===== src/rtl/gpio_quad_pkg.sv =====
package gpio_quad_pkg;

  localparam int GQ_BANKS  = 4;
  localparam int GQ_BANK_W = 32;
  localparam int GQ_ADDR_W = 8;

  typedef enum logic [3:0] {
    RK_NONE, RK_DATA, RK_DIR, RK_LEVEL, RK_IRQ, RK_MUX, RK_CLR, RK_SET, RK_POL
  } reg_kind_e;

  typedef struct packed {
    reg_kind_e  kind;
    logic [3:0] bank;
    logic [1:0] sub;
  } reg_dec_t;

  // Primary window: nb banks of 0x20 bytes; mask window follows with 0x10 stride.
  function automatic reg_dec_t decode_addr(input logic [15:0] addr, input int nb);
    reg_dec_t d;
    int a, rel, slot;
    a      = int'(addr);
    d.kind = RK_NONE;
    d.bank = '0;
    d.sub  = '0;
    if (a < nb * 32) begin
      d.bank = 4'(a / 32);
      slot   = (a % 32) / 4;
      case (slot)
        0: d.kind = RK_DATA;
        1: d.kind = RK_DIR;
        2: d.kind = RK_LEVEL;
        3, 4, 5, 6: begin
          d.kind = RK_IRQ;
          d.sub  = 2'(slot - 3);
        end
        7: if (a / 32 == 0) d.kind = RK_MUX;
        default: d.kind = RK_NONE;
      endcase
    end else if (a < nb * 48) begin
      rel    = a - nb * 32;
      d.bank = 4'(rel / 16);
      slot   = (rel % 16) / 4;
      case (slot)
        0: d.kind = RK_CLR;
        1: d.kind = RK_SET;
        2: d.kind = RK_POL;
        default: d.kind = RK_NONE;
      endcase
    end
    return d;
  endfunction

endpackage


===== src/rtl/gpio_quad_sync.sv =====
module gpio_quad_sync #(
  parameter int W = 32
) (
  input  logic         clk,
  input  logic         rst_n,
  input  logic [W-1:0] d_async,
  output logic [W-1:0] q_sync
);
  logic [W-1:0] stage1_q;
  logic [W-1:0] stage2_q;

  always_ff @(posedge clk or negedge rst_n) begin
    if (!rst_n) begin
      stage1_q <= '0;
      stage2_q <= '0;
    end else begin
      stage1_q <= d_async;
      stage2_q <= stage1_q;
    end
  end

  assign q_sync = stage2_q;
endmodule


===== src/rtl/gpio_quad_slice.sv =====
module gpio_quad_slice #(
  parameter int W = 32
) (
  input  logic         clk,
  input  logic         rst_n,
  input  logic         ld_data,
  input  logic         ld_dir,
  input  logic         ld_pol,
  input  logic         set_en,
  input  logic         clr_en,
  input  logic [W-1:0] wdata,
  output logic [W-1:0] dout,
  output logic [W-1:0] dir,
  output logic [W-1:0] pol
);
  // Full load replaces; otherwise the raise mask is applied after the lower mask.
  function automatic logic [W-1:0] next_level(input logic [W-1:0] cur,
                                              input logic         load,
                                              input logic [W-1:0] ld_val,
                                              input logic [W-1:0] set_m,
                                              input logic [W-1:0] clr_m);
    if (load) return ld_val;
    return (cur & ~clr_m) | set_m;
  endfunction

  logic [W-1:0] set_mask;
  logic [W-1:0] clr_mask;
  assign set_mask = set_en ? wdata : '0;
  assign clr_mask = clr_en ? wdata : '0;

  always_ff @(posedge clk or negedge rst_n) begin
    if (!rst_n) begin
      dout <= '0;
      dir  <= '0;
      pol  <= '0;
    end else begin
      dout <= next_level(dout, ld_data, wdata, set_mask, clr_mask);
      if (ld_dir) dir <= wdata;
      if (ld_pol) pol <= wdata;
    end
  end
endmodule


===== src/rtl/gpio_quad_bank.sv =====
module gpio_quad_bank
  import gpio_quad_pkg::*;
#(
  parameter int NB = GQ_BANKS,
  parameter int BW = GQ_BANK_W,
  parameter int AW = GQ_ADDR_W
) (
  input  logic                   clk,
  input  logic                   rst_n,
  input  logic                   reg_en,
  input  logic                   reg_we,
  input  logic [AW-1:0]          reg_addr,
  input  logic [BW-1:0]          reg_wdata,
  output logic [BW-1:0]          reg_rdata,
  input  logic [NB*BW-1:0]       pin_in,
  output logic [NB*BW-1:0]       pin_out,
  output logic [NB*BW-1:0]       pin_oe,
  output logic [BW-1:0]          mux_ctrl,
  output logic                   irq_sel,
  output logic [((NB > 1) ? $clog2(NB) : 1)-1:0] irq_bank,
  output logic [1:0]             irq_reg,
  input  logic [BW-1:0]          irq_rdata
);
  localparam int BIW = (NB > 1) ? $clog2(NB) : 1;
  localparam int PW  = NB * BW;

  reg_dec_t       dec;
  logic           acc_wr;
  logic [BIW-1:0] bsel;
  logic [BW-1:0]  mux_q;
  logic [PW-1:0]  level_q;

  // Named internal events
  logic [NB-1:0]  ev_ld_data, ev_ld_dir, ev_ld_pol, ev_set, ev_clr;
  logic           ev_mux_wr;

  logic [BW-1:0]  dout_a  [NB];
  logic [BW-1:0]  dir_a   [NB];
  logic [BW-1:0]  pol_a   [NB];
  logic [BW-1:0]  level_a [NB];

  assign dec       = decode_addr(16'(reg_addr), NB);
  assign acc_wr    = reg_en & reg_we;
  assign bsel      = BIW'(dec.bank);
  assign ev_mux_wr = acc_wr && (dec.kind == RK_MUX);

  gpio_quad_sync #(.W(PW)) sync_i (
    .clk     (clk),
    .rst_n   (rst_n),
    .d_async (pin_in),
    .q_sync  (level_q)
  );

  for (genvar b = 0; b < NB; b++) begin : g_bank
    logic hit;
    assign hit           = acc_wr && (dec.bank == 4'(b));
    assign ev_ld_data[b] = hit && (dec.kind == RK_DATA);
    assign ev_ld_dir[b]  = hit && (dec.kind == RK_DIR);
    assign ev_ld_pol[b]  = hit && (dec.kind == RK_POL);
    assign ev_set[b]     = hit && (dec.kind == RK_SET);
    assign ev_clr[b]     = hit && (dec.kind == RK_CLR);

    gpio_quad_slice #(.W(BW)) slice_i (
      .clk     (clk),
      .rst_n   (rst_n),
      .ld_data (ev_ld_data[b]),
      .ld_dir  (ev_ld_dir[b]),
      .ld_pol  (ev_ld_pol[b]),
      .set_en  (ev_set[b]),
      .clr_en  (ev_clr[b]),
      .wdata   (reg_wdata),
      .dout    (dout_a[b]),
      .dir     (dir_a[b]),
      .pol     (pol_a[b])
    );

    assign level_a[b]          = level_q[b*BW +: BW] ^ pol_a[b];
    assign pin_out[b*BW +: BW] = dout_a[b];
    assign pin_oe[b*BW +: BW]  = dir_a[b];
  end

  always_ff @(posedge clk or negedge rst_n) begin
    if (!rst_n)         mux_q <= '0;
    else if (ev_mux_wr) mux_q <= reg_wdata;
  end
  assign mux_ctrl = mux_q;

  always_comb begin
    case (dec.kind)
      RK_DATA:  reg_rdata = dout_a[bsel];
      RK_DIR:   reg_rdata = dir_a[bsel];
      RK_LEVEL: reg_rdata = level_a[bsel];
      RK_POL:   reg_rdata = pol_a[bsel];
      RK_IRQ:   reg_rdata = irq_rdata;
      RK_MUX:   reg_rdata = mux_q;
      default:  reg_rdata = '0;
    endcase
  end

  assign irq_sel  = reg_en && (dec.kind == RK_IRQ);
  assign irq_bank = bsel;
  assign irq_reg  = dec.sub;
endmodule


===== config.mk =====
export PLATFORM = sky130hd
export DESIGN_NAME = gpio_quad_bank
export DESIGN_NICKNAME = d
export VERILOG_FILES = /design/src/rtl/gpio_quad_pkg.sv /design/src/rtl/gpio_quad_sync.sv /design/src/rtl/gpio_quad_slice.sv /design/src/rtl/gpio_quad_bank.sv
export SDC_FILE = /design/constraint.sdc
export NUM_CORES = 1
export LEC_CHECK = 0
export ABC_AREA = 1
export BUFFER_PORTS_ARGS = -buffer_cell sky130_fd_sc_hd__buf_2
export CAP_MARGIN = 20
export CELL_PAD_IN_SITES_DETAIL_PLACEMENT = 1
export CELL_PAD_IN_SITES_GLOBAL_PLACEMENT = 1
export CORE_MARGIN = 5
export CORE_UTILIZATION = 30
export DETAILED_ROUTE_END_ITERATION = 12
export PLACE_DENSITY = 0.67
export SYNTH_ARGS = -nofsm -noshare
export SYNTH_HDL_FRONTEND = slang
export SYNTH_SLANG_ARGS = --single-unit

===== constraint.sdc =====
create_clock -name clk -period 10.8 [get_ports clk]
set_clock_uncertainty 0.1 [all_clocks]
set_input_delay 2.16 -clock clk [delete_from_list [all_inputs] [get_ports clk]]
set_output_delay 2.16 -clock clk [all_outputs]
set_load 0.05 [all_outputs]

# [Word-level counts from Yosys, hierarchy flattened]
# Index checks and enable logic that the tools add are counted.
[totals] in_bits=204 rom_bits=0 n_memories=0 latch_bits=0 mem_bits_rw=0 regBits=672 word_cells=135 out_inout_bits=325
[classes] reduce_logical=33 n_addsub=4 mul=0 shifts=0 div=0 n_mux=40 n_lt_le_gt_ge=3 eq_ne=20 n_bitwise=20
[op_table] operator="32-bit 2-to-1 mux" count=24
[op_table] operator="32-bit binary-select mux with 2-bit select" count=4
[op_table] operator="32-bit one-hot mux with 6 select lines" count=1
[op_table] operator="32-bit bitwise AND" count=4
[op_table] operator="32-bit inverter" count=4
[op_table] operator="32-bit bitwise OR" count=4
[op_table] operator="32-bit bitwise XOR" count=4
[op_table] operator="32-bit zero test" count=3
[op_table] operator="32-bit by 1-bit adder with 32-bit output" count=1
[op_table] operator="32-bit by 1-bit equality test with 1-bit output (second input constant)" count=1
[op_table] operator="32-bit by 2-bit equality test with 1-bit output (second input constant)" count=1
[op_table] operator="1-bit logical AND" count=26
[op_table] operator="4-bit one-hot mux with 5 select lines" count=1
[op_table] operator="4-bit by 2-bit equality test with 1-bit output (second input constant)" count=4
[op_table] operator="4-bit by 3-bit equality test with 1-bit output (second input constant)" count=4
[op_table] operator="8-bit < comparator (second input constant)" count=2
[op_table] operator="8-bit 2-to-1 mux" count=2
[op_table] operator="3-bit equality test (second input constant)" count=4
[op_table] operator="4-bit one-hot mux with 3 select lines" count=1
[op_table] operator="8-bit by 8-bit subtractor with 9-bit output (second input constant)" count=1
[op_table] operator="4-bit by 1-bit equality test with 1-bit output (second input constant)" count=2
[op_table] operator="4-bit OR reduction" count=2
[op_table] operator="3-bit by 2-bit equality test with 1-bit output (second input constant)" count=2
[op_table] operator="4-bit by 1-bit adder with 4-bit output" count=1
[op_table] operator="other kinds (11)" count=17

# [Depth between registers and ports, before layout]
# Gate-level depths: netlist (run 1).
[logic_depth] word_depth=17 mapped_depth=19 depth_no_buf=18

# [Cells and area by module]
# A second synthesis (run 1) with hierarchy kept.
[unflattened] hier_cells=3602 area_unflattened_um2=30292.8
[modules_own_cells] mod="gpio_quad_slice" seq_area_each_um2=2402.3 n_inst=4 area_each_um2=3967.6 cells_per_inst=443
[modules_own_cells] mod="gpio_quad_bank" seq_area_each_um2=800.8 n_inst=1 area_each_um2=8016.4 cells_per_inst=1574
[modules_own_cells] mod="gpio_quad_sync" seq_area_each_um2=6406.1 n_inst=1 area_each_um2=6406.1 cells_per_inst=256

# [Worst setup path after synthesis (run 1)]
# OpenSTA, ideal clock, no wires.
[synth_path] path_type="input to output" startpoint="input reg_addr[2]" endpoint="output reg_rdata[16]" path_slack_ns=3.869 n_path_buf=1 path_stages=17 t_required_ns=8.540 arrival_ns=4.671 path_cell_list="inv_1 -> ha_1 -> a21oi_1 -> ha_1 -> ha_1 -> nand2_1 -> nand2_1 -> nand2_4 -> inv_4 -> buf_1 -> nand3_1 -> nand2_1 -> nor2_1 -> nand2_1 -> nand2_1 -> nor2_1 -> nand2_1"
[synth_between] elab_chain_len=11
[synth_rtl] element="from (decl)" line="gpio_quad_bank.sv:12" rtl="input logic [AW-1:0] reg_addr,"
[synth_rtl] element="8-bit by 8-bit subtractor with 9-bit output" line="gpio_quad_pkg.sv:40" rtl="rel = a - nb * 32;"
[synth_rtl] element="4-bit OR reduction (no source line)"
[synth_rtl] element="1-bit bitwise AND (no source line)"
[synth_rtl] element="4-bit by 1-bit adder with 4-bit output (no source line)"
[synth_rtl] element="8-bit 2-to-1 mux" line="gpio_quad_pkg.sv:39" rtl="end else if (a < nb * 48) begin"
[synth_rtl] element="8-bit 2-to-1 mux (*)" line="gpio_quad_pkg.sv:25" rtl="if (a < nb * 32) begin"
[synth_rtl] element="via irq_bank (one bit)" line="gpio_quad_bank.sv:20" rtl="output logic [((NB > 1) ? $clog2(NB) : 1)-1:0] irq_bank,"
[synth_rtl] element="2-bit inverter with 3-bit output (not written as such) (*)"
[synth_rtl] element="32-bit binary-select mux with 2-bit select (on tied branches)"
[synth_rtl] element="32-bit 2-to-1 mux (on tied branches) (2 in series)"
[synth_rtl] element="32-bit one-hot mux with 6 select lines (*)" line="gpio_quad_bank.sv:89" rtl="case (dec.kind)"
[synth_rtl] element="to (decl)" line="gpio_quad_bank.sv:14" rtl="output logic [BW-1:0] reg_rdata,"
# The timed path passes the listed nets; every way through them passes the cells marked *. The select of a mux whose other input is x is not followed.

# [Worst setup path after layout (run 1)]
[layout_path] startpoint="input reg_addr[2]" endpoint="output reg_rdata[0]"
[layout_between] elab_chain_len=11
[layout_rtl] element="8-bit by 8-bit subtractor with 9-bit output" line="gpio_quad_pkg.sv:40"
[layout_rtl] element="4-bit OR reduction (no source line)"
[layout_rtl] element="1-bit bitwise AND (no source line)"
[layout_rtl] element="1-bit bitwise AND (no source line) / 4-bit by 1-bit adder with 4-bit output (equally long branches)"
[layout_rtl] element="32-bit by 1-bit adder with 32-bit output (no source line) / 8-bit 2-to-1 mux (equally long branches)"
[layout_rtl] element="32-bit by 2-bit equality test with 1-bit output (tied with other cells)" line="gpio_quad_pkg.sv:43" rtl="case (slot)"
[layout_rtl] element="4-bit one-hot mux with 3 select lines / 2-bit inverter with 3-bit output (equally long branches)"
[layout_rtl] element="8-bit 2-to-1 mux (tied with other cells)" line="gpio_quad_pkg.sv:39"
[layout_rtl] element="8-bit 2-to-1 mux (*)" line="gpio_quad_pkg.sv:25"
[layout_rtl] element="4-bit by 3-bit equality test with 1-bit output (tied with other cells)" line="gpio_quad_bank.sv:89"
[layout_rtl] element="32-bit one-hot mux with 6 select lines (*)" line="gpio_quad_bank.sv:89"
# Every way passes the cells marked *; elsewhere a longest branch is shown, timed or not. The select of a mux whose other input is x is not followed.

==> results of run 1 <==
-- flip-flops by register name (all words and copies together), names as in the netlist --
signal and count:
g_bank.slice_i.dir 128, g_bank.slice_i.dout 128, g_bank.slice_i.pol 128, mux_ctrl 32, sync_i.q_sync 128, sync_i.stage1_q 128
-- routing by layer --
| layer | part of all wire | wire length [um] | vias to the layer above | GRT usage |
|---|---|---|---|---|
| met4 | 0.045 | 5890 | 8 | 0.101 |
| met3 | 0.079 | 10400 | 233 | 0.0620 |
| met2 | 0.47 | 62200 | 946 | 0.405 |
| li1 | - | - | 12000 | - |
| met5 | 0.00042 | 55 | - | 0 |
| met1 | 0.40 | 53200 | 13400 | 0.306 |
-- per-stage QoR --
step / util / setup slack, ns / hold WS (ns) / area, um^2
final: 0.366 / 2.46 / 0.240 / 36000
after global routing: 0.366 / 2.18 / 0.250 / 36000
after global placement: 0.337 / 2.48 / 0.233 / 33200
after CTS: 0.366 / 2.39 / 0.247 / 36000
after detailed placement: 0.337 / 2.41 / 0.236 / 33200
after floorplan: - / 3.87 / 0.231 / 29600
-- area by class of cell --
| cell class | count | area (um^2) |
|---|---|---|
| well taps | 1287 | 1610 |
| flip-flops and latches | 672 | 16800 |
| repair buffers | 572 | 3060 |
| multi-input cells | 2404 | 11400 |
| clock inverters | 38 | 510 |
| fillers | 11600 | 62300 |
| diodes | 6 | 15.0 |
| clock buffers | 108 | 2280 |
| inverters | 83 | 322 |
-- report_power, final --
group	internal [W]	total, W	switching, W
clock	0.00171	0.00288	0.00117
combinational	0.000299	0.00144	0.00114
sequential	0.00272	0.00291	0.000192
total	0.00473	0.00724	0.00250
-- cells by family (layout without fill, tap and decap cells) --
family,count (synthesis),in the layout,synth area share
other,0,6,0
AND/OR/NAND/NOR,1929,1929,0.281
buffers and inverters,333,801,0.0510
adder cells (fa/ha/maj),11,11,0.00464
flip-flops,672,672,0.567
XOR/XNOR,128,128,0.0378
AO/OA/AOI/OAI,336,336,0.0576
-- cell usage in the layout, fill, tap and decap left out, types with 5 or more instances in the layout --
master / count
dfrtp_1: 672
nor2_4: 10
clkbuf_8: 15
inv_1: 76
buf_12: 6
clkbuf_16: 81
buf_4: 38
clkinv_2: 14
clkbuf_1: 12
nand4_1: 191
o21ai_0: 240
nor2_1: 83
nand2_4: 7
o21bai_1: 10
nand2_2: 9
clkinvlp_4: 5
diode_2: 6
nand3_1: 357
buf_2: 527
xnor2_1: 95
ha_1: 11
o21ai_1: 82
bufinv_16: 9
nand2_1: 1261
xor2_1: 33
-- worst max-delay path, cell delays in order --
cell and delay (ns):
buf_2 0.15, inv_1 0.08, ha_1 0.23, a21oi_1 0.27
ha_1 0.17, nand3_1 0.12, nand2_4 0.59, nand2_2 0.18
inv_4 0.72, buf_4 0.43, nand2_1 0.09, nand4_1 0.13
nand2_1 0.07, nand2_1 0.13, inv_1 0.05, nand2_1 0.14
buf_2 0.30
-- worst max path at each step --
stage                start  slack [ns]            end  cells past startpoint
3_5_place_dp   reg_addr[2]        2.41   reg_rdata[0]                     17
4_1_cts        reg_addr[2]        2.39   reg_rdata[0]                     17
3_3_place_gp   reg_addr[2]        2.48   reg_rdata[0]                     17
6_report       reg_addr[2]        2.46   reg_rdata[0]                     17
5_1_grt        reg_addr[2]        2.18   reg_rdata[0]                     17
2_1_floorplan  reg_addr[2]        3.87  reg_rdata[16]                     17
==> impl_metrics.env, run 1 <==
export IMPL_drt_vias_per_instance=5.13
export IMPL_drt_iter0_drc=1946
export IMPL_rsz0062_at_grt="no"
export IMPL_syn2layout_area_growth_pct=21.4
export IMPL_hpwl_after_dpl_um=90300
export IMPL_num_vias=26500
export IMPL_routabilityCongestion=0.838
export IMPL_initial_antenna_violation_count=15
export IMPL_groute_usage_overall=0.244
export IMPL_count_of_placed_standard_cells_in_the_final_layout_fillers_left_out=5170
export IMPL_finalWorstPathRequiredPeriod_ns=8.34
export IMPL_finalNetCount=4028
export IMPL_synth_edf_count=0
export IMPL_worstHoldEndpoint="sync_i.q_sync[78]$_DFF_PN0_"
export IMPL_crit_required_ns=8.54
export IMPL_clock_latency_ns=0.64
export IMPL_critical_path_reg2reg_startpoint="mux_ctrl[12]$_DFFE_PN0P_"
export IMPL_clock_root_buffer="clkbuf_16"
export IMPL_timing_rr_end="mux_ctrl[12]$_DFFE_PN0P_"
export IMPL_core_um2=98300
export IMPL_power_leakage_nw=18.1
export IMPL_post_synth_instance_area_um2=29600
export IMPL_yosys_area_top_type_share=0.567
export IMPL_report_power_total_w=0.00724
export IMPL_cts_hold_buffers_added=0
export IMPL_ctsLongestPathBuffers=3
export IMPL_wl_per_cell_um=25.5
export IMPL_tritoncts="yes"
export IMPL_grt_start_max_net_pins=154
export IMPL_final_setup_viol_count=0
export IMPL_floorplan_initialDensity=0.302
export IMPL_placement_io_buffers=528
export IMPL_synth_warning_count=0
export IMPL_clock_tree_htree_level_count=3
export IMPL_drtPass1Iterations=5
export IMPL_postCtsSetupBuffers=0
export IMPL_power_ir_vdd_worst_v=0.000102
export IMPL_timing_setup_critical_path_class="in2out"
export IMPL_antenna_violating_nets_post_route=0
export IMPL_max_freq_mhz=120
export IMPL_start_kind="primary input"
export IMPL_grt_pass1_wl_um=189000
export IMPL_yosysTopAreaCell="dfrtp_1"
export IMPL_yosys_cell_count_top_type="nand2_1"
export IMPL_synth_seq_area_share=0.567
export IMPL_synth_top_flop_cell="dfrtp_1"
export IMPL_crit_fanout=62
export IMPL_wp_data_arrival_ns=6.08
export IMPL_die_width_um=324
export IMPL_synthesis_nets=3624
export IMPL_slew_of_the_pin_with_the_lowest_slew_margin_ns=1.09
export IMPL_postSynth_asyncResetShare=1.00
export IMPL_post_synthesis_instance_total=3409
export IMPL_final_max_slew_violation_count=0
export IMPL_fp_row_count=115
export IMPL_holdCritStartpoint="sync_i.stage1_q[78]$_DFF_PN0_"
export IMPL_netlist_cell_type_count=32
export IMPL_reg2reg_depth=2
export IMPL_cts_sinks=672
export IMPL_cellPowerDensity_nw_per_um2=201
export IMPL_number_of_instances_resized_during_post_cts_repair=0
export IMPL_count_of_state_elements_after_synthesis=672
export IMPL_hold_viol_final=0
export IMPL_design_die_area_um2=105000
export IMPL_setup_total_negative_slack_ns=0
export IMPL_gr_total_overflow=0
export IMPL_hold_path_class="reg2reg"
export IMPL_synth_cell_count_leaders="nand2_1 (1264), dfrtp_1 (672), nand3_1 (357)"
export IMPL_cts_made_buffers=80
export IMPL_outcome="completed"
export IMPL_boundaryPins=529
export IMPL_layout_worst_path_cycle_share=0.772
export IMPL_r2r_slack_ns=9.78
export IMPL_die_h_um=324
export IMPL_synth_avg_cell_area_um2=8.69
export IMPL_place_detailed_instances=5018
export IMPL_final_routed_wirelength_um=132000
export IMPL_slew_headroom=0.273
export IMPL_setup_worst_path_end_class="primary output"
export IMPL_route_detailed_drc=0
export IMPL_hold_path_cell_count=0
export IMPL_drv_max_cap_violation_count=0
export IMPL_vias_in_the_first_global_route=27200
export IMPL_fraction_of_final_layout_cells_sized_beyond_drive_strength_1=0.192
export IMPL_worst_setup_hold_path_clk_slew_ns=0.06
export IMPL_synth_area_top_cells="dfrtp_1 (57%), nand2_1 (16%), nand3_1 (6.0%), o21ai_0 (4.1%), nand4_1 (4.0%)"
No activity file was read; power rests on OpenSTA's default activity.
==> inputs of run 2 (changes only) <==
- clock period: 10.8 -> 7.75 ns (I/O delays scaled with it)
==> run 2 against run 1 <==
Sequential cell count did not move. Sequential power rose by 40%. Worst setup slack got worse by 1.5 ns. Final cell count barely moved. Clock-buffer cell count rose by 2. Non-clock buffer count rose by 11. Worst hold slack got worse by 0.0024 ns. Via count rose by 0.49%. First-iteration DRC count rose by 3.0%. Global-route usage rose by 0.17 points.
==> impl_metrics.env, run 2 (synthesis gave the netlist of run 1 again) <==
export IMPL_rsz0062_at_grt="no"
export IMPL_die_width_um=324
export IMPL_hold_ws_ns=0.238
export IMPL_clock_root_buffer="clkbuf_16"
export IMPL_hold_path_class="reg2reg"
export IMPL_groute_usage_overall=0.246
export IMPL_final_routed_wirelength_um=132000
export IMPL_clock_tree_htree_level_count=3
export IMPL_wp_data_arrival_ns=5.11
export IMPL_power_leakage_nw=18.1
export IMPL_route_detailed_drc=0
export IMPL_core_um2=98300
export IMPL_combinationalPowerShare=0.202
export IMPL_hpwl_after_dpl_um=91900
export IMPL_slew_of_the_pin_with_the_lowest_slew_margin_ns=1.04
export IMPL_grt_pass1_wl_um=190000
export IMPL_drt_iter0_drc=2005
export IMPL_p_int_w=0.00650
export IMPL_finalWorstPathRequiredPeriod_ns=6.76
export IMPL_postCtsSetupBuffers=0
export IMPL_max_freq_mhz=148
export IMPL_antenna_violating_nets_post_route=0
export IMPL_crit_fanout=20
export IMPL_floorplan_initialDensity=0.302
export IMPL_final_area_um2=36000
export IMPL_worst_setup_hold_path_clk_slew_ns=0.06
export IMPL_layout_worst_path_cycle_share=0.872
export IMPL_cts_sinks=672
export IMPL_drt_vias_per_instance=5.15
export IMPL_power_ir_vdd_worst_v=0.000155
export IMPL_drtPass1Iterations=5
export IMPL_crit_required_ns=6.10
export IMPL_report_power_total_w=0.00998
export IMPL_fp_row_count=115
export IMPL_final_max_slew_violation_count=0
export IMPL_setup_total_negative_slack_ns=0
export IMPL_tritoncts="yes"
export IMPL_slew_headroom=0.308
export IMPL_drv_max_cap_violation_count=0
export IMPL_initial_antenna_violation_count=12
export IMPL_start_kind="primary input"
export IMPL_nFillCells=11700
export IMPL_gr_total_overflow=0
export IMPL_clock_power_share=0.388
export IMPL_ff_latch_area_um2=16800
export IMPL_p_switching_w=0.00347
export IMPL_finalNetCount=4041
export IMPL_setup_worst_path_end_class="primary output"
export IMPL_grt_start_max_net_pins=160
export IMPL_layout_commonest_cell="nand2_1"
export IMPL_place_detailed_instances=5029
export IMPL_count_of_placed_standard_cells_in_the_final_layout_fillers_left_out=5172
export IMPL_fraction_of_final_layout_cells_sized_beyond_drive_strength_1=0.192
export IMPL_cts_hold_buffers_added=0
export IMPL_routabilityCongestion=0.856
export IMPL_hold_viol_final=0
export IMPL_die_h_um=324
export IMPL_p_seq_frac=0.409
export IMPL_netSwitchingFraction=0.348
export IMPL_cellPowerDensity_nw_per_um2=277
export IMPL_clock_latency_ns=0.66
export IMPL_cts_made_buffers=82
export IMPL_num_vias=26700
export IMPL_placement_cell_area_um2=33400
export IMPL_boundaryPins=529
export IMPL_placement_io_buffers=528
export IMPL_syn2layout_area_growth_pct=21.6
export IMPL_final_setup_viol_count=0
export IMPL_most_common_layout_cells="nand2_1 (1261), dfrtp_1 (672), buf_2 (522)"
export IMPL_ctsLongestPathBuffers=3
export IMPL_vias_in_the_first_global_route=27700
export IMPL_footprint_of_the_multi_input_gates_um2=11400
export IMPL_design_die_area_um2=105000
export IMPL_wl_per_cell_um=25.6
export IMPL_number_of_instances_resized_during_post_cts_repair=0
export IMPL_timing_setup_critical_path_class="in2out"
export IMPL_outcome="completed"
run 2: worst max-delay path, stage by stage:
cell and delay (ns):
buf_2 0.15, inv_1 0.08, ha_1 0.24, a21oi_1 0.31, ha_1 0.18, nand3_1 0.11, nand2_4 0.33, clkinv_1 0.69
buf_4 0.41, nand2_1 0.06, nand2_1 0.05, nand2_1 0.05, nand3_1 0.07, nand2_1 0.06, nand2_1 0.06, nor2_1 0.26
nand2_1 0.14, buf_2 0.24
run 2: routing by layer:
layer | part of all wire | global-route usage | vias up
met4 | 0.043 | 0.0924 | 8
li1 | - | - | 12000
met3 | 0.077 | 0.0671 | 252
met1 | 0.40 | 0.303 | 13400
met5 | 0.00042 | 0 | -
met2 | 0.48 | 0.414 | 958
run 2: per-stage QoR:
stage | setup WS, ns | utilization
6_report | 0.989 | 0.367
5_1_grt | 0.789 | 0.367
4_1_cts | 1.03 | 0.367
3_5_place_dp | 1.05 | 0.339
3_3_place_gp | 1.08 | 0.339
2_1_floorplan | 2.04 | -
run 2: final cells by class:
type	count	share of cell area
timing repair buffer	583	0.0903
antenna	4	0.000278
sequential	672	0.467
clock buffer	110	0.0638
clock inverter	29	0.00997
tap	1287	0.0447
inverter	83	0.00893
multi-input combinational	2404	0.315
run 2: power groups by stage:
stage	combinational, W	sequential, W	clock [W]
CTS	0.00204	0.00408	0.00396
finish	0.00202	0.00408	0.00388
floorplan	0.000587	0.00476	0
global route	0.00214	0.00411	0.00412
detailed placement	0.00203	0.00414	0
global placement	0.00200	0.00414	0
run 2: final timing paths:
kind,to,depth (start not counted),startpoint,slack (ns)
worst max-delay path,reg_rdata[19],18,reg_addr[2],0.99
worst min-delay path,sync_i.q_sync[60]$_DFF_PN0_,0,sync_i.stage1_q[60]$_DFF_PN0_,0.24
worst max register to register,mux_ctrl[22]$_DFFE_PN0P_,2,mux_ctrl[22]$_DFFE_PN0P_,6.82
worst min register to register,sync_i.q_sync[60]$_DFF_PN0_,0,sync_i.stage1_q[60]$_DFF_PN0_,0.24
max in group asynchronous,sync_i.stage1_q[39]$_DFF_PN0_,2,rst_n,4.97
min in group asynchronous,sync_i.q_sync[26]$_DFF_PN0_,1,rst_n,0.90
